$ cat src/rtl/tmr_pkg.sv
package tmr_pkg;
  localparam int WORD_W = 32;
  localparam int ADDR_W = 12;
  localparam int CH_IDX_W = 3;

  // single-word task and configuration addresses
  localparam logic [ADDR_W-1:0] OFS_GO      = 12'h000;
  localparam logic [ADDR_W-1:0] OFS_HALT    = 12'h004;
  localparam logic [ADDR_W-1:0] OFS_BUMP    = 12'h008;
  localparam logic [ADDR_W-1:0] OFS_ZERO    = 12'h00C;
  localparam logic [ADDR_W-1:0] OFS_LINK    = 12'h200;
  localparam logic [ADDR_W-1:0] OFS_IEN_SET = 12'h304;
  localparam logic [ADDR_W-1:0] OFS_IEN_CLR = 12'h308;
  localparam logic [ADDR_W-1:0] OFS_MODE    = 12'h504;
  localparam logic [ADDR_W-1:0] OFS_SPAN    = 12'h508;
  localparam logic [ADDR_W-1:0] OFS_DIV     = 12'h510;

  // 32-byte regions holding one word per channel, selected by addr[11:5]
  localparam logic [6:0] RGN_SNAP = 7'h02;
  localparam logic [6:0] RGN_HIT  = 7'h0A;
  localparam logic [6:0] RGN_CMP  = 7'h2A;

  localparam int LINK_HALT_LSB = 8;
  localparam int IEN_LSB       = 16;
  localparam int DIV_MAX       = 9;

  function automatic logic [WORD_W-1:0] span_mask(input logic [1:0] sel);
    case (sel)
      2'd0:    return 32'h0000_FFFF;
      2'd1:    return 32'h0000_00FF;
      2'd2:    return 32'h00FF_FFFF;
      default: return 32'hFFFF_FFFF;
    endcase
  endfunction
endpackage

$ cat src/rtl/tmr_tick_gen.sv
module tmr_tick_gen #(
  parameter int TICK_DIV = 1,
  parameter int PRE_MAX  = 9
) (
  input  logic       clk,
  input  logic       rst_n,
  input  logic [3:0] pre,
  input  logic       restart,
  output logic       tick
);
  localparam int DIV_W = $clog2(TICK_DIV) + PRE_MAX + 1;

  logic [DIV_W-1:0] div_q, div_d, limit;
  logic [3:0]       pre_eff;

  always_comb begin
    pre_eff = (pre > 4'(PRE_MAX)) ? 4'(PRE_MAX) : pre;
    limit   = (DIV_W'(TICK_DIV) << pre_eff) - DIV_W'(1);
    tick    = (div_q == limit);
    if (restart || tick) div_d = '0;
    else                 div_d = div_q + DIV_W'(1);
  end

  always_ff @(posedge clk or negedge rst_n) begin
    if (!rst_n) div_q <= '0;
    else        div_q <= div_d;
  end
endmodule

$ cat src/rtl/tmr_counter.sv
module tmr_counter
  import tmr_pkg::*;
(
  input  logic              clk,
  input  logic              rst_n,
  input  logic              tick,
  input  logic              bump,
  input  logic              go,
  input  logic              halt,
  input  logic              zero,
  input  logic              link_zero,
  input  logic              link_halt,
  input  logic [1:0]        mode,
  input  logic [1:0]        span,
  output logic [WORD_W-1:0] cnt_q,
  output logic              run_q,
  output logic              adv_q
);
  logic [WORD_W-1:0] cnt_d;
  logic              run_d, adv_d, step, wipe, src;

  always_comb begin
    case (mode)
      2'd0:       src = tick;
      2'd1, 2'd2: src = bump;
      default:    src = 1'b0;
    endcase
    step  = run_q && !link_halt && src;
    wipe  = zero || link_zero;
    run_d = run_q;
    if (go)                run_d = 1'b1;
    if (halt || link_halt) run_d = 1'b0;
    if (wipe)      cnt_d = '0;
    else if (step) cnt_d = (cnt_q + WORD_W'(1)) & span_mask(span);
    else           cnt_d = cnt_q & span_mask(span);
    adv_d = step && !wipe;
  end

  always_ff @(posedge clk or negedge rst_n) begin
    if (!rst_n) begin
      cnt_q <= '0;
      run_q <= 1'b0;
      adv_q <= 1'b0;
    end else begin
      cnt_q <= cnt_d;
      run_q <= run_d;
      adv_q <= adv_d;
    end
  end
endmodule

$ cat src/rtl/tmr_channel.sv
module tmr_channel
  import tmr_pkg::*;
(
  input  logic              clk,
  input  logic              rst_n,
  input  logic              cmp_we,
  input  logic              snap,
  input  logic              hit_we,
  input  logic [WORD_W-1:0] wdata,
  input  logic [WORD_W-1:0] cnt,
  input  logic              adv,
  input  logic [1:0]        span,
  output logic [WORD_W-1:0] cmp_q,
  output logic              flag_q,
  output logic              match
);
  logic [WORD_W-1:0] cmp_d;
  logic              flag_d;

  always_comb begin
    match = adv && (cnt == (cmp_q & span_mask(span)));
    flag_d = flag_q;
    if (hit_we && (wdata == '0)) flag_d = 1'b0;
    if (match)                   flag_d = 1'b1;
    cmp_d = cmp_q;
    if (cmp_we) cmp_d = wdata;
    if (snap)   cmp_d = cnt;
  end

  always_ff @(posedge clk or negedge rst_n) begin
    if (!rst_n) begin
      cmp_q  <= '0;
      flag_q <= 1'b0;
    end else begin
      if (snap || cmp_we) cmp_q <= cmp_d;
      flag_q <= flag_d;
    end
  end
endmodule

$ cat src/rtl/tick_cmp_timer.sv
module tick_cmp_timer
  import tmr_pkg::*;
#(
  parameter int NUM_CH   = 4,
  parameter int TICK_DIV = 1
) (
  input  logic              clk,
  input  logic              rst_n,
  input  logic [ADDR_W-1:0] bus_addr,
  input  logic              bus_we,
  input  logic [WORD_W-1:0] bus_wdata,
  output logic [WORD_W-1:0] bus_rdata,
  output logic              irq
);
  logic [1:0] rs_q;
  logic       srst_n;

  always_ff @(posedge clk or negedge rst_n) begin
    if (!rst_n) rs_q <= 2'b00;
    else        rs_q <= {rs_q[0], 1'b1};
  end
  assign srst_n = rs_q[1];

  // decode
  logic                go_s, halt_s, bump_s, zero_s;
  logic                in_snap, in_hit, in_cmp, div_wr;
  logic [CH_IDX_W-1:0] ch_idx;

  always_comb begin
    go_s    = bus_we && (bus_addr == OFS_GO)   && bus_wdata[0];
    halt_s  = bus_we && (bus_addr == OFS_HALT) && bus_wdata[0];
    bump_s  = bus_we && (bus_addr == OFS_BUMP) && bus_wdata[0];
    zero_s  = bus_we && (bus_addr == OFS_ZERO) && bus_wdata[0];
    div_wr  = bus_we && (bus_addr == OFS_DIV);
    in_snap = (bus_addr[11:5] == RGN_SNAP);
    in_hit  = (bus_addr[11:5] == RGN_HIT);
    in_cmp  = (bus_addr[11:5] == RGN_CMP);
    ch_idx  = bus_addr[4:2];
  end

  // configuration registers
  logic [NUM_CH-1:0] link_clr_q, link_clr_d, link_hlt_q, link_hlt_d;
  logic [NUM_CH-1:0] ien_q, ien_d;
  logic [1:0]        mode_q, mode_d, span_q, span_d;
  logic [3:0]        div_q, div_d;
  logic              cfg_en;

  always_comb begin
    link_clr_d = link_clr_q;
    link_hlt_d = link_hlt_q;
    ien_d      = ien_q;
    mode_d     = mode_q;
    span_d     = span_q;
    div_d      = div_q;
    cfg_en     = 1'b0;
    if (bus_we) begin
      case (bus_addr)
        OFS_LINK: begin
          link_clr_d = bus_wdata[0 +: NUM_CH];
          link_hlt_d = bus_wdata[LINK_HALT_LSB +: NUM_CH];
          cfg_en     = 1'b1;
        end
        OFS_IEN_SET: begin
          ien_d  = ien_q | bus_wdata[IEN_LSB +: NUM_CH];
          cfg_en = 1'b1;
        end
        OFS_IEN_CLR: begin
          ien_d  = ien_q & ~bus_wdata[IEN_LSB +: NUM_CH];
          cfg_en = 1'b1;
        end
        OFS_MODE: begin mode_d = bus_wdata[1:0]; cfg_en = 1'b1; end
        OFS_SPAN: begin span_d = bus_wdata[1:0]; cfg_en = 1'b1; end
        OFS_DIV:  begin div_d  = bus_wdata[3:0]; cfg_en = 1'b1; end
        default: ;
      endcase
    end
  end

  always_ff @(posedge clk or negedge srst_n) begin
    if (!srst_n) begin
      link_clr_q <= '0;
      link_hlt_q <= '0;
      ien_q      <= '0;
      mode_q     <= '0;
      span_q     <= '0;
      div_q      <= '0;
    end else if (cfg_en) begin
      link_clr_q <= link_clr_d;
      link_hlt_q <= link_hlt_d;
      ien_q      <= ien_d;
      mode_q     <= mode_d;
      span_q     <= span_d;
      div_q      <= div_d;
    end
  end

  // datapath
  logic              tick;
  logic [WORD_W-1:0] cnt_q;
  logic              run_q, adv_q;
  logic [NUM_CH-1:0] evt_v, hit_v;
  logic [WORD_W-1:0] cmp_v [NUM_CH];

  tmr_tick_gen #(.TICK_DIV(TICK_DIV), .PRE_MAX(DIV_MAX)) u_tick (
    .clk(clk), .rst_n(srst_n), .pre(div_q), .restart(div_wr), .tick(tick)
  );

  tmr_counter u_cnt (
    .clk(clk), .rst_n(srst_n), .tick(tick), .bump(bump_s), .go(go_s),
    .halt(halt_s), .zero(zero_s),
    .link_zero(|(hit_v & link_clr_q)), .link_halt(|(hit_v & link_hlt_q)),
    .mode(mode_q), .span(span_q), .cnt_q(cnt_q), .run_q(run_q), .adv_q(adv_q)
  );

  for (genvar i = 0; i < NUM_CH; i++) begin : g_ch
    logic sel;
    assign sel = (ch_idx == CH_IDX_W'(i));
    tmr_channel u_ch (
      .clk(clk), .rst_n(srst_n),
      .cmp_we(bus_we && in_cmp && sel),
      .snap(bus_we && in_snap && sel && bus_wdata[0]),
      .hit_we(bus_we && in_hit && sel),
      .wdata(bus_wdata), .cnt(cnt_q), .adv(adv_q), .span(span_q),
      .cmp_q(cmp_v[i]), .flag_q(evt_v[i]), .match(hit_v[i])
    );
  end

  assign irq = |(evt_v & ien_q);

  // read mux
  always_comb begin
    bus_rdata = '0;
    case (bus_addr)
      OFS_LINK: begin
        bus_rdata[0 +: NUM_CH]             = link_clr_q;
        bus_rdata[LINK_HALT_LSB +: NUM_CH] = link_hlt_q;
      end
      OFS_IEN_SET, OFS_IEN_CLR: bus_rdata[IEN_LSB +: NUM_CH] = ien_q;
      OFS_MODE: bus_rdata[1:0] = mode_q;
      OFS_SPAN: bus_rdata[1:0] = span_q;
      OFS_DIV:  bus_rdata[3:0] = div_q;
      default: ;
    endcase
    for (int i = 0; i < NUM_CH; i++) begin
      if (ch_idx == CH_IDX_W'(i)) begin
        if (in_hit) bus_rdata = {{(WORD_W-1){1'b0}}, evt_v[i]};
        if (in_cmp) bus_rdata = cmp_v[i];
      end
    end
  end
endmodule

$ cat config.mk
export PLATFORM = sky130hd
export DESIGN_NAME = tick_cmp_timer
export DESIGN_NICKNAME = d
export VERILOG_FILES = /design/src/rtl/tmr_pkg.sv /design/src/rtl/tmr_tick_gen.sv /design/src/rtl/tmr_counter.sv /design/src/rtl/tmr_channel.sv /design/src/rtl/tick_cmp_timer.sv
export SDC_FILE = /design/constraint.sdc
export NUM_CORES = 1
export LEC_CHECK = 0
export BUFFER_PORTS_ARGS = -buffer_cell sky130_fd_sc_hd__buf_4
export CAP_MARGIN = 20
export CELL_PAD_IN_SITES_DETAIL_PLACEMENT = 0
export CELL_PAD_IN_SITES_GLOBAL_PLACEMENT = 1
export CORE_MARGIN = 4
export CORE_UTILIZATION = 30
export CTS_BUF_LIST = sky130_fd_sc_hd__clkbuf_16
export CTS_CLUSTER_SIZE = 25
export DETAILED_ROUTE_END_ITERATION = 8
export GPL_ROUTABILITY_DRIVEN = 0
export GPL_TIMING_DRIVEN = 0
export PLACE_DENSITY = 0.64
export SYNTH_ARGS = -nofsm -noshare
export SYNTH_HDL_FRONTEND = slang
export SYNTH_SLANG_ARGS = --single-unit
$ cat constraint.sdc
create_clock -name clk -period 6.5 [get_ports clk]
set_input_delay 1.3 -clock clk [delete_from_list [all_inputs] [get_ports clk]]
set_output_delay 1.3 -clock clk [all_outputs]
set_load 0.03 [all_outputs]
==> results of run 1 <==
-- cell type report --
| type | count | area [um^2] | area share, % |
|---|---|---|---|
| Clock buffer | 17 | 425.4 | 2.650 |
| Buffer | 141 | 631.9 | 3.936 |
| Multi-Input combinational cell | 1275 | 8292 | 51.65 |
| Sequential cell | 198 | 4959 | 30.89 |
| Clock inverter | 15 | 167.7 | 1.044 |
| Inverter | 35 | 131.4 | 0.8184 |
| Timing Repair Buffer | 82 | 693.2 | 4.318 |
| Tap cell | 600 | 750.7 | 4.677 |
| Antenna cell | 1 | 2.502 | 0.01559 |
-- per-layer routing --
metal  vias to the layer above  routed length (um)  track usage (%)
li1                       6253                   -                -
met1                      7058               28700            36.34
met2                       811               29890            40.36
met3                       146                6497            5.923
met4                         0                2829            10.24
met5                         -                   0                0
-- sequential cells by signal, summed over array words and instances (netlist names), named ones only --
name	cells
u_cnt.adv_q	1
u_cnt.cnt_q	32
u_tick.div_q	10
link_hlt_q	4
g_ch.u_ch.cmp_q	128
span_q	2
mode_q	2
g_ch.u_ch.flag_q	4
rs_q	2
link_clr_q	4
div_q	4
u_cnt.run_q	1
-- worst max-delay path by stage --
stage	startpoint	to	slack [ns]	cells after the start
finish	bus_addr[2]	bus_rdata[0]	0.88	9
global route	bus_addr[2]	bus_rdata[0]	0.69	9
CTS	bus_addr[2]	bus_rdata[0]	0.90	9
detailed placement	bus_addr[2]	bus_rdata[0]	0.88	9
global placement	rs_q[1]	g_ch[1].u_ch.cmp_q[25]	-2.34	0
floorplan	rs_q[1]	asynchronous set/reset pin	0.57	0
-- cell families after synthesis --
logic type | synth area share [%]
buf+inv | 5.450
mux | 12.07
other cells | 0.02678
xor+xnor | 4.441
fa+ha+maj | 0.4467
simple gates | 22.50
flops | 35.38
compound gates | 19.68
-- where the power goes --
part / total (W) / internal [W] / switching, W
sequential: 0.00133 / 0.00127 / 0.0000620
clock: 0.00114 / 0.000578 / 0.000561
combinational: 0.000295 / 0.000114 / 0.000181
-- layout by cell type, fill, tap and decap left out, types with 11 or more instances in the layout --
master,n
dfrtp_1,197
nor2_1,193
a21oi_1,182
mux2i_1,125
clkbuf_1,95
nand2_1,91
buf_4,80
nand3_1,52
o21ai_0,48
xor2_1,39
nor2b_1,39
nand4_1,37
inv_1,35
xnor2_1,32
o22ai_1,31
nor3_1,27
nor4_1,26
a22oi_1,25
a211oi_1,22
mux2_2,21
buf_2,20
or4_1,19
and3_1,19
nand2b_1,18
or3_1,18
clkbuf_16,17
a31oi_1,15
buf_1,15
a21o_1,12
or2_2,11
a21boi_0,11
-- metrics by stage --
stage / area (um^2) / worst slack, ns / hold slack (ns)
floorplan: 14000 / 0.5740 / 0.3312
global placement: 15320 / -2.338 / 0.3361
detailed placement: 15460 / 0.8818 / 0.2102
CTS: 16050 / 0.9029 / 0.2177
global route: 16050 / 0.6947 / 0.2330
finish: 16050 / 0.8772 / 0.2056
-- worst max-delay path: stages --
cell	delay (ns)
buf_4	0.11
clkbuf_1	0.38
or3_1	0.60
or4_1	0.44
nor2_1	0.77
a222oi_1	0.21
a22o_1	0.24
nand2_1	0.09
buf_4	0.17
==> out/qor.csv, run 1 <==
stage;metric;value;unit
clock_network;numClockSinks;198;
synthesis;synth_area_leaders;dfrtp_1 35%, mux2i_1 8.9%, a21oi_1 6.5%;
place;io_buffers;76;
drt;ant_nets;0;
grt;globalRouteTotalUtil;26.36;%
finish;post-route-util;35.07;%
drt;wire_per_inst;28.73;um
floorplanning;die_h;224.1;um
power;total_power;0.002761;W
setup_path;rrSetupSlack;1.44;ns
finish;fillers;4739;
drt;drt_iter0_drc;2011;
setup_path;critPathMaxFanout;10;
power;p_per_area;172.0;mW/mm^2
hold_path;hold_path.class;reg2async;
job;maxCapViolCount;0;
place;hpwlAfterDp;52260;um
sta;tightest_slew;1.273;ns
clock_network;cts_hold_repair.buffers;0;
synthesis;synth.distinct_cells;83;
grt;overflow;0;
status;status;finished, final reports clean;
floorplanning;dieWidth;224.1;um
synthesis;synthCells;1649;
finish;final_cells;2364;
finish;syn2layout_area_growth;14.64;%
synthesis;synth_ff_type;dfrtp_1;
power;ir_drop;0.1626;mV
synthesis;synth_edf_count;0;
synthesis;synth_nets;1701;
synthesis;ys_warn_count;0;
synthesis;ys_top_cells_by_count;198 x dfrtp_1, 193 x nor2_1, 182 x a21oi_1;
setup_path;reg2reg_to;u_cnt.cnt_q[5];
clock_network;clock_insertion_delay_worst_skew;0.48;ns
finish;final_net_count;1802;
setup_path;crit_required;5.20;ns
drt;wirelength;67920;um
setup_path;critPathKind;in2out;
grt;grt_max_degree;67;
clock_network;post_cts_buffers;0;
clock_network;cts_buffer_depth;2;
floorplanning;core-area;0.04577;mm^2
setup_path;regToRegStartpoint;div_q[3];
floorplanning;ioPinCount;80;
grt;antenna_found_initial;1;
drt;via_per_inst;6.036;
place;dp.cells;2331;
synthesis;synth_most_common_cell;dfrtp_1;
sta;finalClockSkew;0.01424;ns
sta;hold_viol;0;
drt;drc;0;
synthesis;yosysSeqAreaShare;35.38;%
floorplanning;rows;78;
grt;first_global_vias;13470;
synthesis;synth_area_per_cell;8.492;um^2
setup_path;startpoint_type;input port;
synthesis;async_reset_ff_share;100.0;%
sta;finalCriticalPeriod;5.623;ns
power;p_leak;7.772;nW
sta;grt_setup_unrepaired;no;
setup_path;worstPathArrival;4.32;ns
synthesis;synthesis.area;0.01400;mm^2
sta;finalSetupViolations;0;
sta;maxSlewHeadroom;14.24;%
setup_path;critPathCaptureType;output pin;
floorplanning;start_util;30.59;%
clock_network;cts_htree_levels;4;
sta;clock.fmax;177.8;MHz
clock_network;root_buffer;clkbuf_16;
setup_path;worst-r2r-cell-count;16;
clock_network;cts_tree;built;
drt;dr.pass1.iters;7;
synthesis;synth_seq_cells;198;
synthesis;synth_top_area_share;35.38;%
clock_network;cts.reportedPaths.clkPinSlew;0.08;ns
sta;fin_crit_sh;86.51;%
sta;tns;0;ns
grt;grt_pass1_wl;97250;um
clock_network;cts_resized;0;
drt;via_count;14270;
floorplanning;design.die.area;0.05020;mm^2
synthesis;synth_top_cell_by_area;dfrtp_1;
sta;slew_viol_final;0;
clock_network;cts_buffers;17;
finish;drive_gt1_share;11.46;%
(Power assumes the default switching activity.)
==> run 2, diff against run 1 <==
--- a/config.mk
+++ b/config.mk
@@ -19,4 +19,5 @@
 export PLACE_DENSITY = 0.64
 export SYNTH_ARGS = -nofsm -noshare
 export SYNTH_HDL_FRONTEND = slang
+export SYNTH_HIERARCHICAL = 1
 export SYNTH_SLANG_ARGS = --single-unit
==> run 2 against run 1 <==
Final cell count down 4.6%. Global-route usage down 2.6 points. Worst setup slack better by 0.41 ns. Cell area down 2.1%. Synthesized cell count down 6.3%. Clock power down 5%. Via count down 7.6%. Hold slack better by 0.15 ns. Largest power group unchanged.
==> out/qor.csv, run 2 <==
stage;metric;value;unit
status;status;finished, final reports clean;
setup_path;cp_slowest_cell;dfrtp_1;
synthesis;synth_top_area_share;36.14;%
sta;slew_viol_final;0;
synthesis;ys_warn_count;6;
finish;fillers;4783;
setup_path;critPathKind;reg2reg;
synthesis;synth_area_per_cell;8.873;um^2
place;io_buffers;75;
floorplanning;rows;78;
floorplanning;die_h;221.8;um
setup_path;critPathMaxFanout;29;
sta;finalClockSkew;0.01174;ns
grt;globalRouteTotalUtil;23.80;%
setup_path;worstPathArrival;5.60;ns
finish;multi_input_area;0.008213;mm^2
sta;grt_setup_unrepaired;no;
clock_network;clock_insertion_delay_worst_skew;0.47;ns
clock_network;cts_resized;0;
setup_path;crit_family;simple AND/OR/NAND/NOR gates;
place;hpwlAfterDp;44800;um
clock_network;cts_htree_levels;4;
finish;top_register;g_ch.u_ch/cmp_q;
drt;via_per_inst;5.847;
finish;largest_register_ffs;128;
power;p_per_area;170.9;mW/mm^2
finish;largestRegisters;g_ch.u_ch/cmp_q (128), u_cnt/cnt_q (32), u_tick/div_q (10);
finish;post-route-util;34.70;%
floorplanning;dieWidth;221.8;um
synthesis;synth.distinct_cells;75;
drt;drc;0;
sta;finalWorstSetupSlack;1.285;ns
synthesis;yosysSeqAreaShare;36.14;%
synthesis;ys_top_cells_by_count;221 x nand2_1, 198 x dfrtp_1, 179 x o21ai_0;
finish;drive_gt1_share;12.20;%
sta;finalSetupViolations;0;
clock_network;root_buffer;clkbuf_16;
setup_path;crit_chain;and2_1 > buf_2 > o21ai_0 > a22oi_1 > nor4_1 > and2_1 > a22oi_1 > nand2_1 > or3b_1 > buf_6 > nor3_4 > nand4b_1 > or3_1 > a21oi_1;
setup_path;startpoint_type;flop;
drt;wire_per_inst;26.69;um
power;ir_drop;0.1321;mV
grt;grt_max_degree;55;
clock_network;cts_buffer_depth;2;
finish;regArea;0.004959;mm^2
grt;first_global_vias;12260;
synthesis;synth_top_family_by_area;simple AND/OR/NAND/NOR gates;
synthesis;synth_top_cell_by_area;dfrtp_1;
synthesis;synth_most_common_cell;nand2_1;
grt;antenna_found_initial;0;
sta;finalCriticalPeriod;5.215;ns
power;total_power;0.002685;W
drt;ant_nets;0;
job;maxCapViolCount;0;
floorplanning;ioPinCount;80;
setup_path;cp_num_buf_inv;2;
floorplanning;start_util;30.27;%
clock_network;post_cts_buffers;0;
hold_path;hold_path.class;reg2reg;
sta;fin_crit_sh;80.23;%
drt;dr.pass1.iters;8;
grt;overflow;0;
place;dpl_worst_slack;1.408;ns
clock_network;cts.reportedPaths.clkPinSlew;0.08;ns
synthesis;synth_compound_area_share;16.91;%
finish;final_net_count;1696;
synthesis;synth_nets;1597;
finish;n_antenna_cell;0;
drt;wirelength;60220;um
clock_network;cts_buffers;17;
synthesis;synth_area_leaders;dfrtp_1 36%, mux2i_1 12%, o21ai_0 6.5%;
synthesis;yosys.area_share.xor_xnor;5.175;%
synthesis;synth_simple_gate_area_share;21.60;%
clock_network;cts_tree;built;
sta;maxSlewHeadroom;25.27;%
synthesis;synthesis.area;0.01371;mm^2
clock_network;numClockSinks;198;
synthesis;yosys.area_share.adder;0.4563;%
power;p_leak;5.968;nW
finish;syn2layout_area_growth;14.60;%
grt;grt_pass1_wl;87600;um
sta;clock.fmax;191.7;MHz
setup_path;critPathMaxStageDelay;1.05;ns
synthesis;synth_seq_cells;198;
finish;final_common_cell;nand2_1;
synthesis;synthCells;1545;
synthesis;synth_edf_count;0;
synthesis;synthMuxAreaShare;15.73;%
floorplanning;core-area;0.04528;mm^2
clock_network;cts_hold_repair.buffers;0;
synthesis;async_reset_ff_share;100.0;%
floorplanning;design.die.area;0.04918;mm^2
drt;drt_iter0_drc;1528;
sta;tns;0;ns
setup_path;crit_required;6.88;ns
sta;hold_viol;0;
drt;via_count;13190;
setup_path;critPathCaptureType;flop;
synthesis;synth_ff_type;dfrtp_1;
sta;tightest_slew;1.093;ns
finish;mostFrequentLayoutCells;221 x nand2_1, 197 x dfrtp_1, 179 x o21ai_0, 166 x mux2i_1, 85 x buf_4;
==> run 2: cell types whose count changed after synthesis, moves of 13 or more <==
| cell | delta |
|---|---|
| buf_2 | +15 |
| o22ai_1 | -23 |
| clkbuf_1 | -67 |
| mux2i_1 | +41 |
| nor2_1 | -124 |
| a211oi_1 | -13 |
| mux2_2 | -21 |
| o21ai_0 | +131 |
| a21oi_1 | -125 |
| nand2_1 | +130 |
| or4_1 | -14 |
| nand3_1 | -14 |
| mux2_1 | +16 |
==> run 2: cells by family (layout without fill, tap and decap cells) <==
family | after synthesis | after routing
compound gates | 377 | 377
fa+ha+maj | 5 | 5
xor+xnor | 81 | 81
mux | 196 | 196
buf+inv | 117 | 228
simple gates | 570 | 570
flops | 198 | 198
other cells | 1 | 1
==> run 2: final cells by class <==
type / instances / share of cell area [%]
multi-input cells: 1230 / 52.27
flip-flops and latches: 198 / 31.56
well taps: 600 / 4.778
repair buffers: 80 / 4.356
plain buffers: 87 / 2.732
clock buffers: 17 / 2.708
clock inverters: 14 / 0.8760
inverters: 30 / 0.7167
==> run 2: through the flow <==
stage | instances | hold slack (ns) | area (um^2)
6_report | 2256 | 0.3555 | 15710
2_1_floorplan | 1545 | 0.3312 | 13710
4_1_cts | 2255 | 0.3634 | 15680
5_1_grt | 2256 | 0.3806 | 15710
3_5_place_dp | 2224 | 0.3466 | 15120
3_3_place_gp | 2220 | 0.3361 | 15020
==> run 2: metal layers <==
| layer | routed length, um | global-route usage, % | vias up | part of all wire (%) |
|---|---|---|---|---|
| li1 | - | - | 5863 | - |
| met1 | 26900 | 33.63 | 6640 | 45 |
| met2 | 27410 | 37.68 | 602 | 46 |
| met3 | 4338 | 4.713 | 85 | 7.2 |
| met4 | 1567 | 5.842 | 0 | 2.6 |
| met5 | 0 | 0 | - | 0 |
==> run 2: power breakdown <==
part / switching [W] / internal, W / leakage [nW]
Clock: 0.000522 / 0.000562 / 0.279
Sequential: 0.0000519 / 0.00126 / 2.70
Combinational: 0.000176 / 0.000110 / 2.98
Total: 0.000751 / 0.00193 / 5.97
==> run 2: final timing paths <==
path                       cells after the start  startpoint                     end  slack, ns
setup / recovery                              14   span_q[1]         u_cnt/cnt_q[24]       1.28
max in group asynchronous                      2     rs_q[1]   g_ch[2].u_ch/cmp_q[8]       5.06
setup reg to reg                              14   span_q[1]         u_cnt/cnt_q[24]       1.28
hold reg to reg                                0     rs_q[0]                 rs_q[1]       0.36
hold / removal                                 0     rs_q[0]                 rs_q[1]       0.36
min in group asynchronous                      0     rs_q[1]  g_ch[1].u_ch/cmp_q[26]       0.39
==> run 3, diff against run 2 <==
==> constraint.sdc (replaced) <==
create_clock -name clk -period 4.9 [get_ports clk]
set_input_delay 0.98 -clock clk [delete_from_list [all_inputs] [get_ports clk]]
set_output_delay 0.98 -clock clk [all_outputs]
set_load 0.03 [all_outputs]
==> run 3 against run 2 <==
Global-route usage is essentially flat. Fmax grew 12%. Cell area hardly changed. Non-clock buffer count is 2 higher. First-iteration DRC count is 6.2% lower. Die area stayed put. Largest cell class unchanged.
==> out/qor.csv, run 3 (synthesis gave the netlist of run 2 again) <==
stage;metric;value;unit
finish;syn2layout_area_growth;14.67;%
sta;clock.fmax;215.0;MHz
hold_path;hold_path.class;reg2async;
power;p_per_area;224.5;mW/mm^2
drt;wirelength;60440;um
job;maxCapViolCount;0;
sta;whs;0.1716;ns
clock_network;cts.reportedPaths.clkPinSlew;0.08;ns
floorplanning;rows;78;
floorplanning;start_util;30.27;%
finish;drive_gt1_share;12.54;%
finish;fillers;4752;
finish;largest_register_ffs;128;
drt;wire_per_inst;26.74;um
finish;mostFrequentLayoutCells;221 x nand2_1, 195 x dfrtp_1, 179 x o21ai_0, 166 x mux2i_1, 87 x buf_4;
finish;multi_input_area;0.008213;mm^2
clock_network;cts_buffer_depth;2;
grt;globalRouteTotalUtil;23.80;%
sta;maxSlewHeadroom;25.60;%
sta;grt_setup_unrepaired;no;
grt;grt_pass1_wl;87860;um
sta;tightest_slew;1.116;ns
grt;grt_max_degree;67;
setup_path;critPathCaptureType;flop;
clock_network;root_buffer;clkbuf_16;
finish;post-route-util;34.71;%
floorplanning;design.die.area;0.04918;mm^2
setup_path;critPathKind;reg2reg;
finish;largestRegisters;g_ch.u_ch/cmp_q (128), u_cnt/cnt_q (32), u_tick/div_q (10);
drt;drt_iter0_drc;1434;
finish;top_register;g_ch.u_ch/cmp_q;
finish;regArea;0.004966;mm^2
sta;slew_viol_final;0;
grt;overflow;0;
clock_network;cts_tree;built;
setup_path;critPathMaxFanout;32;
sta;finalClockSkew;0.01225;ns
sta;tns;0;ns
finish;final_common_cell;nand2_1;
clock_network;numClockSinks;198;
place;io_buffers;75;
drt;via_count;13300;
power;p_leak;5.962;nW
floorplanning;dieWidth;221.8;um
drt;ant_nets;0;
setup_path;startpoint_type;flop;
sta;hold_viol;0;
grt;antenna_found_initial;1;
setup_path;crit_required;5.28;ns
sta;finalCriticalPeriod;4.650;ns
sta;fin_crit_sh;94.90;%
clock_network;cts_hold_repair.buffers;0;
place;hpwlAfterDp;44710;um
floorplanning;die_h;221.8;um
clock_network;cts_htree_levels;4;
clock_network;cts_buffers;17;
status;status;finished, final reports clean;
setup_path;worstPathArrival;5.03;ns
clock_network;clock_insertion_delay_worst_skew;0.47;ns
floorplanning;ioPinCount;80;
grt;first_global_vias;12480;
floorplanning;core-area;0.04528;mm^2
drt;via_per_inst;5.883;
power;ir_drop;0.2337;mV
finish;final_net_count;1698;
drt;dr.pass1.iters;6;
drt;drc;0;
sta;finalSetupViolations;0;
-- run 3: metrics by stage --
stage / instance area [um^2] / setup slack (ns) / instances / total power [W]
final: 15720 / 0.2498 / 2260 / 0.003529
after global routing: 15720 / 0.1011 / 2259 / 0.003660
after CTS: 15680 / 0.1323 / 2256 / 0.003546
after detailed placement: 15120 / -0.1923 / 2224 / 0.002148
after global placement: 15020 / -0.1636 / 2220 / 0.002135
after floorplan: 13710 / 1.346 / 1545 / 0.001968
-- run 3: metal layers --
| metal | global-route usage (%) | share of wire, % |
|---|---|---|
| met5 | 0 | 0 |
| met4 | 8.964 | 3.9 |
| met3 | 4.131 | 7.4 |
| met2 | 36.81 | 45 |
| met1 | 33.43 | 44 |
-- run 3: path summary, 6_finish.rpt --
path | startpoint | endpoint | slack (ns) | depth (start not counted)
worst max-delay path | span_q[0] | u_cnt/cnt_q[24] | 0.25 | 14
max in group asynchronous | rs_q[1] | g_ch[1].u_ch/cmp_q[16] | 3.72 | 2
worst min-delay path | rs_q[1] | g_ch[0].u_ch/cmp_q[3] | 0.17 | 0
worst min register to register | rs_q[1] | g_ch[0].u_ch/cmp_q[3] | 0.17 | 0
min in group clk | rs_q[0] | rs_q[1] | 0.35 | 0
worst max register to register | span_q[0] | u_cnt/cnt_q[24] | 0.25 | 14
-- run 3: what timing repair did --
item,4_1_cts,5_1_grt
buffers inserted,0,3
gates resized for setup,2,2
endpoints found under the setup margin,6,4
pin swaps,0,2
-- run 3: critical path, cell delays in order, from the launching register on --
cell	delay, ns
dfrtp_4	0.70
and2_1	0.19
buf_2	0.29
o21ai_0	0.15
a22oi_1	0.44
nor4_1	0.15
and2_1	0.24
a22oi_1	0.19
nand2_1	0.13
or3b_1	0.41
buf_6	0.16
nor3_4	0.46
nand4b_1	0.40
or3_1	0.48
a21oi_1	0.14
-- run 3: report_power, final --
part	total (W)	switching, W	internal, W
clock network	0.00141	0.000706	0.000702
registers	0.00173	0.0000601	0.00167
logic	0.000387	0.000241	0.000146
total	0.00353	0.00101	0.00252
-- run 3: cell type report --
type | count | share of cell area (%)
Inverter | 30 | 0.7163
Clock buffer | 17 | 2.706
Antenna cell | 1 | 0.01592
Clock inverter | 15 | 0.8198
Sequential cell | 198 | 31.59
Multi-Input combinational cell | 1230 | 52.24
Buffer | 87 | 2.730
Timing Repair Buffer | 82 | 4.401
Tap cell | 600 | 4.776
